[src/rtl/tmr_pkg.sv]
package tmr_pkg;
  localparam int unsigned DW      = 16;
  localparam int unsigned ADDR_W  = 6;
  localparam int unsigned IDX_W   = 4;
  localparam int unsigned NUM_CMP = 4;
  localparam int unsigned CODE_W  = 2;

  typedef enum logic [IDX_W-1:0] {
    RI_CTRL = 4'd0,
    RI_MODE = 4'd1,
    RI_IOC  = 4'd2,
    RI_IEN  = 4'd3,
    RI_STAT = 4'd4,
    RI_CNT  = 4'd5,
    RI_CMPA = 4'd6,
    RI_CMPB = 4'd7,
    RI_CMPC = 4'd8,
    RI_CMPD = 4'd9
  } reg_idx_e;

  localparam int unsigned   CTRL_CLRB_BIT = 6;
  localparam logic [3:0]    MODE_PWM      = 4'd2;
  localparam logic [2:0]    IOC_LOHI      = 3'd2;
endpackage

[src/rtl/tmr_prescale.sv]
module tmr_prescale #(
  parameter int unsigned CODE_W = 2
) (
  input  logic              clk,
  input  logic              rst_n,
  input  logic              run,
  input  logic [CODE_W-1:0] code,
  output logic              tick
);
  localparam int unsigned MAX_SHIFT = 2 * ((1 << CODE_W) - 1);
  localparam int unsigned PRE_W     = (MAX_SHIFT > 0) ? MAX_SHIFT : 1;

  logic [PRE_W-1:0] pre_q;
  logic [PRE_W-1:0] lim;
  logic [PRE_W:0]   one_sh;

  always_comb begin
    one_sh = (PRE_W+1)'(1) << {code, 1'b0};
    lim    = PRE_W'(one_sh - (PRE_W+1)'(1));
    tick   = run && (pre_q >= lim);
  end

  always_ff @(posedge clk) begin
    if (!rst_n)              pre_q <= '0;
    else if (!run || tick)   pre_q <= '0;
    else                     pre_q <= pre_q + 1'b1;
  end


  pre_step_chk: assert property (@(posedge clk) disable iff (!rst_n)
    run && !tick |=> pre_q == $past(pre_q) + 1'b1);


  pre_stop_chk: assert property (@(posedge clk) disable iff (!rst_n)
    !run |=> pre_q == '0);
endmodule

[src/rtl/tmr_regs.sv]
module tmr_regs
  import tmr_pkg::*;
#(
  parameter int unsigned W    = 16,
  parameter int unsigned NCMP = 4
) (
  input  logic                      clk,
  input  logic                      rst_n,
  input  logic                      wr_en,
  input  logic [IDX_W-1:0]          idx,
  input  logic [W-1:0]              wdata,
  output logic [W-1:0]              ctrl,
  output logic [W-1:0]              mode,
  output logic [W-1:0]              ioc,
  output logic [W-1:0]              ien,
  output logic [NCMP-1:0][W-1:0]    cmp
);
  always_ff @(posedge clk) begin
    if (!rst_n) begin
      ctrl <= '0;
      mode <= '0;
      ioc  <= '0;
      ien  <= '0;
    end else if (wr_en) begin
      if (idx == RI_CTRL) ctrl <= wdata;
      if (idx == RI_MODE) mode <= wdata;
      if (idx == RI_IOC)  ioc  <= wdata;
      if (idx == RI_IEN)  ien  <= wdata;
    end
  end

  for (genvar g = 0; g < NCMP; g++) begin : g_cmp
    localparam logic [IDX_W-1:0] MY_IDX = IDX_W'(int'(RI_CMPA) + g);
    always_ff @(posedge clk) begin
      if (!rst_n)                         cmp[g] <= '0;
      else if (wr_en && idx == MY_IDX)    cmp[g] <= wdata;
    end
  end


  ctrl_write_chk: assert property (@(posedge clk) disable iff (!rst_n)
    wr_en && idx == RI_CTRL |=> ctrl == $past(wdata));
endmodule

[src/rtl/tmr_core.sv]
module tmr_core #(
  parameter int unsigned W = 16
) (
  input  logic         clk,
  input  logic         rst_n,
  input  logic         run,
  input  logic         tick,
  input  logic         clr_on_b,
  input  logic         pwm_en,
  input  logic [W-1:0] cmp_a,
  input  logic [W-1:0] cmp_b,
  input  logic         cnt_wr,
  input  logic         st_wr,
  input  logic [W-1:0] wdata,
  output logic [W-1:0] cnt,
  output logic [1:0]   flags,
  output logic         pwm_out
);
  logic hit_a, hit_b;

  always_comb begin
    hit_a = tick && (cnt == cmp_a);
    hit_b = tick && (cnt == cmp_b);
  end

  always_ff @(posedge clk) begin
    if (!rst_n)        cnt <= '0;
    else if (cnt_wr)   cnt <= wdata;
    else if (tick)     cnt <= (clr_on_b && cnt == cmp_b) ? '0 : cnt + 1'b1;
  end

  always_ff @(posedge clk) begin
    if (!rst_n)       flags <= '0;
    else if (st_wr)   flags <= (flags & wdata[1:0]) | {hit_b, hit_a};
    else              flags <= flags | {hit_b, hit_a};
  end

  always_ff @(posedge clk) begin
    if (!rst_n) pwm_out <= 1'b0;
    else        pwm_out <= run && pwm_en && (cmp_a < cmp_b) && (cnt >= cmp_a);
  end


  cnt_hold_chk: assert property (@(posedge clk) disable iff (!rst_n)
    !run && !cnt_wr |=> $stable(cnt));


  stop_low_chk: assert property (@(posedge clk) disable iff (!rst_n)
    !run |=> !pwm_out);


  clear_b_chk: assert property (@(posedge clk) disable iff (!rst_n)
    tick && clr_on_b && cnt == cmp_b && !cnt_wr |=> cnt == '0);


  cnt_load_chk: assert property (@(posedge clk) disable iff (!rst_n)
    cnt_wr |=> cnt == $past(wdata));


  flag_a_chk: assert property (@(posedge clk) disable iff (!rst_n)
    tick && cnt == cmp_a |=> flags[0]);


  a_ge_b_low_chk: assert property (@(posedge clk) disable iff (!rst_n)
    cmp_a >= cmp_b |=> !pwm_out);
endmodule

[src/rtl/pwm_timer_chan.sv]
module pwm_timer_chan
  import tmr_pkg::*;
#(
  parameter int unsigned START_W = 4,
  parameter int unsigned RUN_BIT = 2
) (
  input  logic               clk,
  input  logic               rst_n,
  input  logic               bus_sel,
  input  logic               bus_we,
  input  logic [ADDR_W-1:0]  bus_addr,
  input  logic [DW-1:0]      bus_wdata,
  output logic [DW-1:0]      bus_rdata,
  input  logic [START_W-1:0] start_vec,
  output logic               pwm_out,
  output logic               irq
);
  localparam logic [START_W-1:0] RUN_MASK = START_W'(1) << RUN_BIT;

  logic                    hit, wr;
  logic [IDX_W-1:0]        idx;
  logic                    run, tick, pwm_en, cnt_wr, st_wr;
  logic [DW-1:0]           ctrl, mode, ioc, ien, cnt;
  logic [NUM_CMP-1:0][DW-1:0] cmp;
  logic [1:0]              flags;

  always_comb begin
    hit    = bus_sel && (bus_addr[1:0] == 2'b00);
    wr     = hit && bus_we;
    idx    = bus_addr[ADDR_W-1:2];
    run    = |(start_vec & RUN_MASK);
    pwm_en = (mode[3:0] == MODE_PWM) && (ioc[2:0] == IOC_LOHI);
    cnt_wr = wr && (idx == RI_CNT);
    st_wr  = wr && (idx == RI_STAT);
    irq    = |(flags & ien[1:0]);
  end

  tmr_regs #(.W(DW), .NCMP(NUM_CMP)) regs_i (
    .clk(clk), .rst_n(rst_n), .wr_en(wr), .idx(idx), .wdata(bus_wdata),
    .ctrl(ctrl), .mode(mode), .ioc(ioc), .ien(ien), .cmp(cmp)
  );

  tmr_prescale #(.CODE_W(CODE_W)) pre_i (
    .clk(clk), .rst_n(rst_n), .run(run), .code(ctrl[CODE_W-1:0]), .tick(tick)
  );

  tmr_core #(.W(DW)) core_i (
    .clk(clk), .rst_n(rst_n), .run(run), .tick(tick),
    .clr_on_b(ctrl[CTRL_CLRB_BIT]), .pwm_en(pwm_en),
    .cmp_a(cmp[0]), .cmp_b(cmp[1]), .cnt_wr(cnt_wr), .st_wr(st_wr),
    .wdata(bus_wdata), .cnt(cnt), .flags(flags), .pwm_out(pwm_out)
  );

  always_comb begin
    bus_rdata = '0;
    if (hit) begin
      case (idx)
        RI_CTRL: bus_rdata = ctrl;
        RI_MODE: bus_rdata = mode;
        RI_IOC:  bus_rdata = ioc;
        RI_IEN:  bus_rdata = ien;
        RI_STAT: bus_rdata = {{(DW-2){1'b0}}, flags};
        RI_CNT:  bus_rdata = cnt;
        RI_CMPA: bus_rdata = cmp[0];
        RI_CMPB: bus_rdata = cmp[1];
        RI_CMPC: bus_rdata = cmp[2];
        RI_CMPD: bus_rdata = cmp[3];
        default: bus_rdata = '0;
      endcase
    end
  end


  irq_masked_chk: assert property (@(posedge clk) disable iff (!rst_n)
    wr && idx == RI_IEN && bus_wdata[1:0] == 2'b00 |=> !irq);


  no_pwm_mode_chk: assert property (@(posedge clk) disable iff (!rst_n)
    !pwm_en |=> !pwm_out);
endmodule

[config.mk]
export PLATFORM = sky130hd
export DESIGN_NAME = pwm_timer_chan
export DESIGN_NICKNAME = d
export VERILOG_FILES = /design/src/rtl/tmr_pkg.sv /design/src/rtl/tmr_prescale.sv /design/src/rtl/tmr_regs.sv /design/src/rtl/tmr_core.sv /design/src/rtl/pwm_timer_chan.sv
export SDC_FILE = /design/constraint.sdc
export NUM_CORES = 1
export LEC_CHECK = 0
export BUFFER_PORTS_ARGS = -buffer_cell sky130_fd_sc_hd__buf_2
export CORE_MARGIN = 2
export CORE_UTILIZATION = 42
export DETAILED_ROUTE_END_ITERATION = 8
export GPL_TIMING_DRIVEN = 1
export PLACE_DENSITY = 0.65
export SYNTH_ARGS = -nofsm -noshare
export SYNTH_HDL_FRONTEND = slang
export SYNTH_SLANG_ARGS = --single-unit
[constraint.sdc]
create_clock -name clk -period 1.9 [get_ports clk]
set_input_delay 0.19 -clock clk [delete_from_list [all_inputs] [get_ports clk]]
set_output_delay 0.19 -clock clk [all_outputs]
set_load 0.02 [all_outputs]
======== Yosys cells after proc, flatten, opt, wreduce, memory -nomap -nowiden ========
Cells that the tools add are included.
storage, ports and cells
  flip-flop bits (word level) ............. 153
  output and inout port bits .............. 18
  word-level logic and storage cells ...... 70
cells by class
  add/subtract/negate cells ............... 3
  order comparisons ....................... 3
  equality and inequality tests ........... 13
  shift operators ......................... 1
  multiplexer cells ....................... 6
  bitwise gates (word level) .............. 5
  reduce and logical (&&, ||, !) cells .... 27
operators by type and width
  operator                                                            number
  16-bit case mux with 10 select lines                                1
  16-bit two-way mux                                                  4
  16-bit == test                                                      2
  16-bit by 1-bit adder with 16-bit output, second input constant     1
  4-bit by 3-bit == test with 1-bit output, second input constant     4
  16-bit greater-or-equal comparator                                  1
  1-bit logical AND                                                   16
  16-bit < comparator                                                 1
  4-bit by 2-bit == test with 1-bit output, second input constant     3
  4-bit == test, second input constant                                2
  2-bit AND reduction                                                 4
  6-bit by 1-bit adder with 6-bit output, second input constant       1
  6-bit greater-or-equal comparator                                   1
  1-bit by 3-bit << shifter with 6-bit output, first input constant   1
  6-bit by 1-bit subtractor with 6-bit output, second input constant  1
  2-bit bitwise AND                                                   2
  4-bit by 1-bit == test with 1-bit output, second input constant     1
  4-bit logical NOT                                                   1
  2-bit bitwise OR                                                    2
  2-bit OR reduction                                                  2
  3-bit by 2-bit == test with 1-bit output, second input constant     1
  2-bit logical NOT                                                   1
  2-bit two-way mux                                                   1
  2-bit nonzero test                                                  1
  other kinds (3)                                                     3

======== Depth between registers and ports, before layout ========
  depth in word-level cells ............... 7
  depth in mapped cells ................... 10
  mapped depth without buffers ............ 9

======== By module ========
Synthesis repeated with hierarchy kept, for this count alone.
second synthesis, totals
  cells, all modules ...................... 945
  area, all modules ....................... 8568.2 um^2
modules (own cells, without submodules)
  module          times used  cells an instance  area an instance (um^2)  seq. area each (um^2)
  tmr_regs        1           443                4667.0                   2562.5
  tmr_core        1           251                2059.5                   380.4
  pwm_timer_chan  1           207                1458.9                   0.0
  tmr_prescale    1           44                 382.9                    120.1

======== Worst setup path before layout ========
No wires, ideal clock.
  kind .................................... register -> register
  start ................................... register regs_i.ctrl[0]
  end ..................................... register core_i.cnt[0]
  arrival time ............................ 1.826 ns
  required time ........................... 1.779 ns
  slack ................................... -0.048 ns
  cell stages (with the launch flop) ...... 9
  clock period less this slack ............ 1.948 ns
  path through ............................ dfxtp_1 -> or2_2 -> ha_1 -> nor2b_1 -> o21ai_0 -> a22o_1 -> clkbuf_1 -> mux2i_1 -> a21oi_1
on the way
  cells in the longest elaborated chain, start to end .. 5
RTL lines
  item                                         line                RTL
  start: declaration                           tmr_regs.sv:12      output logic [W-1:0] ctrl,
  start signal: assignment                     tmr_regs.sv:25      if (idx == RI_CTRL) ctrl <= wdata;
  1-bit by 3-bit << shifter with 6-bit output  tmr_prescale.sv:18  one_sh = (PRE_W+1)'(1) << {code, 1'b0};
  6-bit by 1-bit subtractor with 6-bit output  tmr_prescale.sv:19  lim = PRE_W'(one_sh - (PRE_W+1)'(1));
  6-bit greater-or-equal comparator            tmr_prescale.sv:20  tick = run && (pre_q >= lim);
  1-bit logical AND                            tmr_prescale.sv:20
  2-bit nonzero test (no line)                 --
  end signal: assignment                       tmr_core.sv:28      else if (cnt_wr) cnt <= wdata;
  end signal: assignment                       tmr_core.sv:29      else if (tick) cnt <= (clr_on_b && cnt == cmp_b) ? '0 : cnt + 1'b1;
  end: declaration                             tmr_core.sv:15      output logic [W-1:0] cnt,
Every way passes these cells.
A chain may end at the register's enable or synchronous reset.

======== Worst setup path after layout ========
  start ................................... register regs_i.cmp[3] in the netlist's numbering
  end ..................................... output port bus_rdata[3]
on the way
  cells in the longest elaborated chain, start to end .. 2
RTL lines
  item                                  line                  RTL
  start: declaration                    tmr_regs.sv:16        output logic [NCMP-1:0][W-1:0] cmp
  start signal: indexed assignment      tmr_regs.sv:36        else if (wr_en && idx == MY_IDX) cmp[g] <= wdata;
  16-bit case mux with 10 select lines  pwm_timer_chan.sv:57  case (idx)
  16-bit two-way mux                    pwm_timer_chan.sv:56  if (hit) begin
  end: declaration                      pwm_timer_chan.sv:13  output logic [DW-1:0] bus_rdata,
Every way passes these cells.

==> impl_metrics.env <==
export IMPL_run_status="complete, but fails checks"
export IMPL_violations="negative setup slack"
export IMPL_cts_tree="done"
export IMPL_synth_most_common_cell="nand2_1"
export IMPL_reg2reg_depth=8
export IMPL_cp_max_fo=2
export IMPL_core_area_um2=19400
export IMPL_initial_core_util_pct=42.6
export IMPL_grt_usage_pct=24.9
export IMPL_clk_latency_ps=430
export IMPL_slew_limit_headroom_pct=59.9
export IMPL_drt_initial_drc_count=858
export IMPL_wl_per_cell_um=18.0
export IMPL_syn2layout_area_growth_pct=25.1
export IMPL_setup_violations_final=1
export IMPL_period_share_pct=100
export IMPL_finalNonFillerCells=1400
export IMPL_via_per_inst=5.50
export IMPL_drcViolationCount=0
export IMPL_yosysSeqAreaShare_pct=37.1
export IMPL_antenna_found_initial=0
export IMPL_design_area_um2=10300
export IMPL_syn_nets=1107
export IMPL_path_clk_slew_ps=70
export IMPL_fin_crit_ps=1900
export IMPL_fill_cells=1827
export IMPL_cts_hold_buffers=0
export IMPL_synth_top_area_share_pct=37.1
export IMPL_yosys_area_top_type="dfxtp_1"
export IMPL_ir_drop_mv=0.666
export IMPL_pwr_share_clk_pct=48.6
export IMPL_yosys_warnings=0
export IMPL_ys_types=60
export IMPL_worstHoldPathCells=3
export IMPL_synth_area_leaders="dfxtp_1, nand2_1, a21boi_0, ha_1, a21boi_1"
export IMPL_grt_overflow=0
export IMPL_swShare_pct=23.9
export IMPL_reg2reg_to="pre_i.pre_q[1]"
export IMPL_netlist_instances=1038
export IMPL_crit_path_end_kind="output port"
export IMPL_arrival_ps=1710
export IMPL_post_dp_hpwl_mm=17.6
export IMPL_leakage_nw=3.63
export IMPL_die_area_um2=20800
export IMPL_grt_first_pass_wirelength_mm=39.9
export IMPL_p_seq_share_pct=44.4
export IMPL_place_congestion=0.856
export IMPL_post_route_cells_drive_above_1_share_pct=21.2
export IMPL_cts_root_buffer="clkbuf_16"
export IMPL_die_y_um=144
export IMPL_firstDrtPassIters=6
export IMPL_ys_async_sr_fraction_pct=0
export IMPL_synth_edf_count=0
export IMPL_cts_sinks=153
export IMPL_synth_area_um2=8260
export IMPL_netlist_top_cells_count="nand2_1, dfxtp_1, a21boi_0"
export IMPL_worstPathRequired_ps=1710
export IMPL_hold_end="regs_i.cmp[8]"
export IMPL_postRouteAntennaNets=0
export IMPL_multi_input_area_um2=4870
export IMPL_cts_made_buffers=17
export IMPL_rsz0062_at_grt="yes"
export IMPL_clock_path_buffers=2
export IMPL_hold_viol_final=0
export IMPL_wirelength_mm=25.3
export IMPL_p_per_area_nw_per_um2=705
export IMPL_port_buffers=44
export IMPL_die_width_um=144
export IMPL_placed_cell_area_um2=9350
export IMPL_ys_ff_latch=153
export IMPL_fin_ws_ps=-0.0208
export IMPL_worstSetupStartpointType="register"
export IMPL_hold_start="bus_wdata[8]"
export IMPL_p_int_mw=5.54
export IMPL_comb_power_share_pct=7.0
export IMPL_rows=51
export IMPL_grt_max_degree=68
export IMPL_layout_nets=1191
export IMPL_dp_cells=1362
export IMPL_hold_path_class="primary input to register"
export IMPL_synth_main_ff_cell="dfxtp_1"
export IMPL_fmax_ghz=0.526
export IMPL_seqCellArea_um2=3090
export IMPL_avgSynthCellArea_um2=7.96
export IMPL_grt_pass1_vias=7210
export IMPL_worstMarginPinSlew_ps=600
export IMPL_post_route_util_pct=53.3
export IMPL_r2r_slack_ps=30
export IMPL_n_antenna_cell=0
export IMPL_io_pins=48
export IMPL_h_tree_depth=4
export IMPL_vias=7699
export IMPL_clock_skew_ps=6.39
export IMPL_critPathKind="register to output port"
export IMPL_switchingPower_mw=1.74
export IMPL_timing_rr_start="regs_i.ctrl[1]"
export IMPL_cap_violations=0
export IMPL_drv_slew=0
layout by cell type, fill, tap and decap left out, types with 4 or more instances in the layout:
cell       synthesis  routed
o21ai_0           32      24
nor2_1            14      12
nand3_1           13      13
ha_1              39      34
a21oi_1           21      18
nand4_1           12      12
nor3_1             4       4
and2_1             9       9
buf_6              3       7
a21boi_0          73      73
and3_1            15      14
a22o_1             9       8
a21boi_1          57      57
dfxtp_4            0       4
a222oi_1          14      14
o21ai_1            0       5
nor3_4             4       4
dfxtp_1          153     138
a21oi_2            1       4
xnor2_1           19      18
inv_1             36      34
buf_4              6      93
nor2b_1            5       4
ha_4               0       5
buf_2             33      31
clkbuf_16          0      18
a21o_1             5       5
dfxtp_2            0      11
a221oi_2           0       4
a22oi_1           38      38
buf_12             0      15
xor2_1            14      14
nand2_1          317     315
a31oi_1           10       9
what timing repair did:
| action | CTS | global route |
|---|---|---|
| buffers inserted | 5 | 6 |
| gates resized for setup | 41 | 46 |
| endpoints found under the setup margin | 31 | 39 |
| cloned | 1 | 2 |
| pin swaps | 27 | 28 |
final cells by class:
| class | instances | share of cell area (%) |
|---|---|---|
| clock buffer | 19 | 4.29 |
| clock inverter | 13 | 1.62 |
| sequential | 153 | 29.9 |
| tap | 265 | 3.21 |
| inverter | 36 | 1.31 |
| timing repair buffer | 149 | 12.6 |
| multi-input combinational | 765 | 47.1 |
worst max-delay path, cell delays in order (launching register included):
cell and delay [ps]:
dfxtp_2 320, buf_4 130, a222oi_1 350, and3_1 240
a21oi_1 70, buf_4 170
worst max path at each step:
stage	end	cells past startpoint	slack [ps]	start
2_1_floorplan	core_i.cnt[14]	9	6	regs_i.ctrl[0]
3_3_place_gp	core_i.cnt[14]	8	-130	regs_i.ctrl[0]
3_5_place_dp	core_i.cnt[15]	8	-200	regs_i.ctrl[0]
4_1_cts	core_i.cnt[5]	9	1	regs_i.ctrl[1]
5_1_grt	bus_rdata[7]	5	-60	regs_i.cmp[7]
6_report	bus_rdata[3]	5	-0.02	regs_i.cmp[3]
metal layers:
layer	share of wire (%)	up-vias	GRT usage, %	routed length [µm]
met5	0	-	0	0
met2	47	244	39.7	11800
met4	2.0	0	8.23	508
li1	-	3732	-	-
met1	46	3685	34.5	11500
met3	5.8	38	3.84	1470
flip-flops by register name, indices dropped and copies added, names as in the netlist:
| register | count |
|---|---|
| core_i.cnt | 16 |
| core_i.flags | 2 |
| core_i.pwm_out | 1 |
| pre_i.pre_q | 6 |
| regs_i.cmp | 64 |
| regs_i.ctrl | 16 |
| regs_i.ien | 16 |
| regs_i.ioc | 16 |
| regs_i.mode | 16 |
stage by stage:
stage	total power, mW	setup WS (ps)	setup TNS [ps]	hold slack (ps)
2_1_floorplan	3.58	5.50	0	430
3_3_place_gp	3.77	-128	-1260	440
3_5_place_dp	3.77	-197	-1740	445
4_1_cts	7.29	1.23	0	80.7
5_1_grt	7.49	-57.7	-296	91.1
6_report	7.29	-0.0208	-0.0208	101
power by group through the flow:
stage	combinational (mW)	clock [mW]	sequential (mW)
after floorplan	0.272	0	3.31
after global placement	0.463	0	3.31
after detailed placement	0.466	0	3.31
after CTS	0.481	3.57	3.23
after global routing	0.543	3.72	3.23
final	0.508	3.54	3.23
cell families (layout without fill, tap and decap cells):
group / after synthesis / count (layout) / synth area share, %
XOR/XNOR: 33 / 33 / 3.50
flip-flops: 153 / 153 / 37.1
AO/OA/AOI/OAI: 279 / 279 / 24.5
AND/OR/NAND/NOR: 413 / 413 / 22.4
multiplexers: 1 / 1 / 0.121
buffers and inverters: 120 / 217 / 6.51
adder cells (fa/ha/maj): 39 / 39 / 5.91
(Power assumes the default switching activity.)
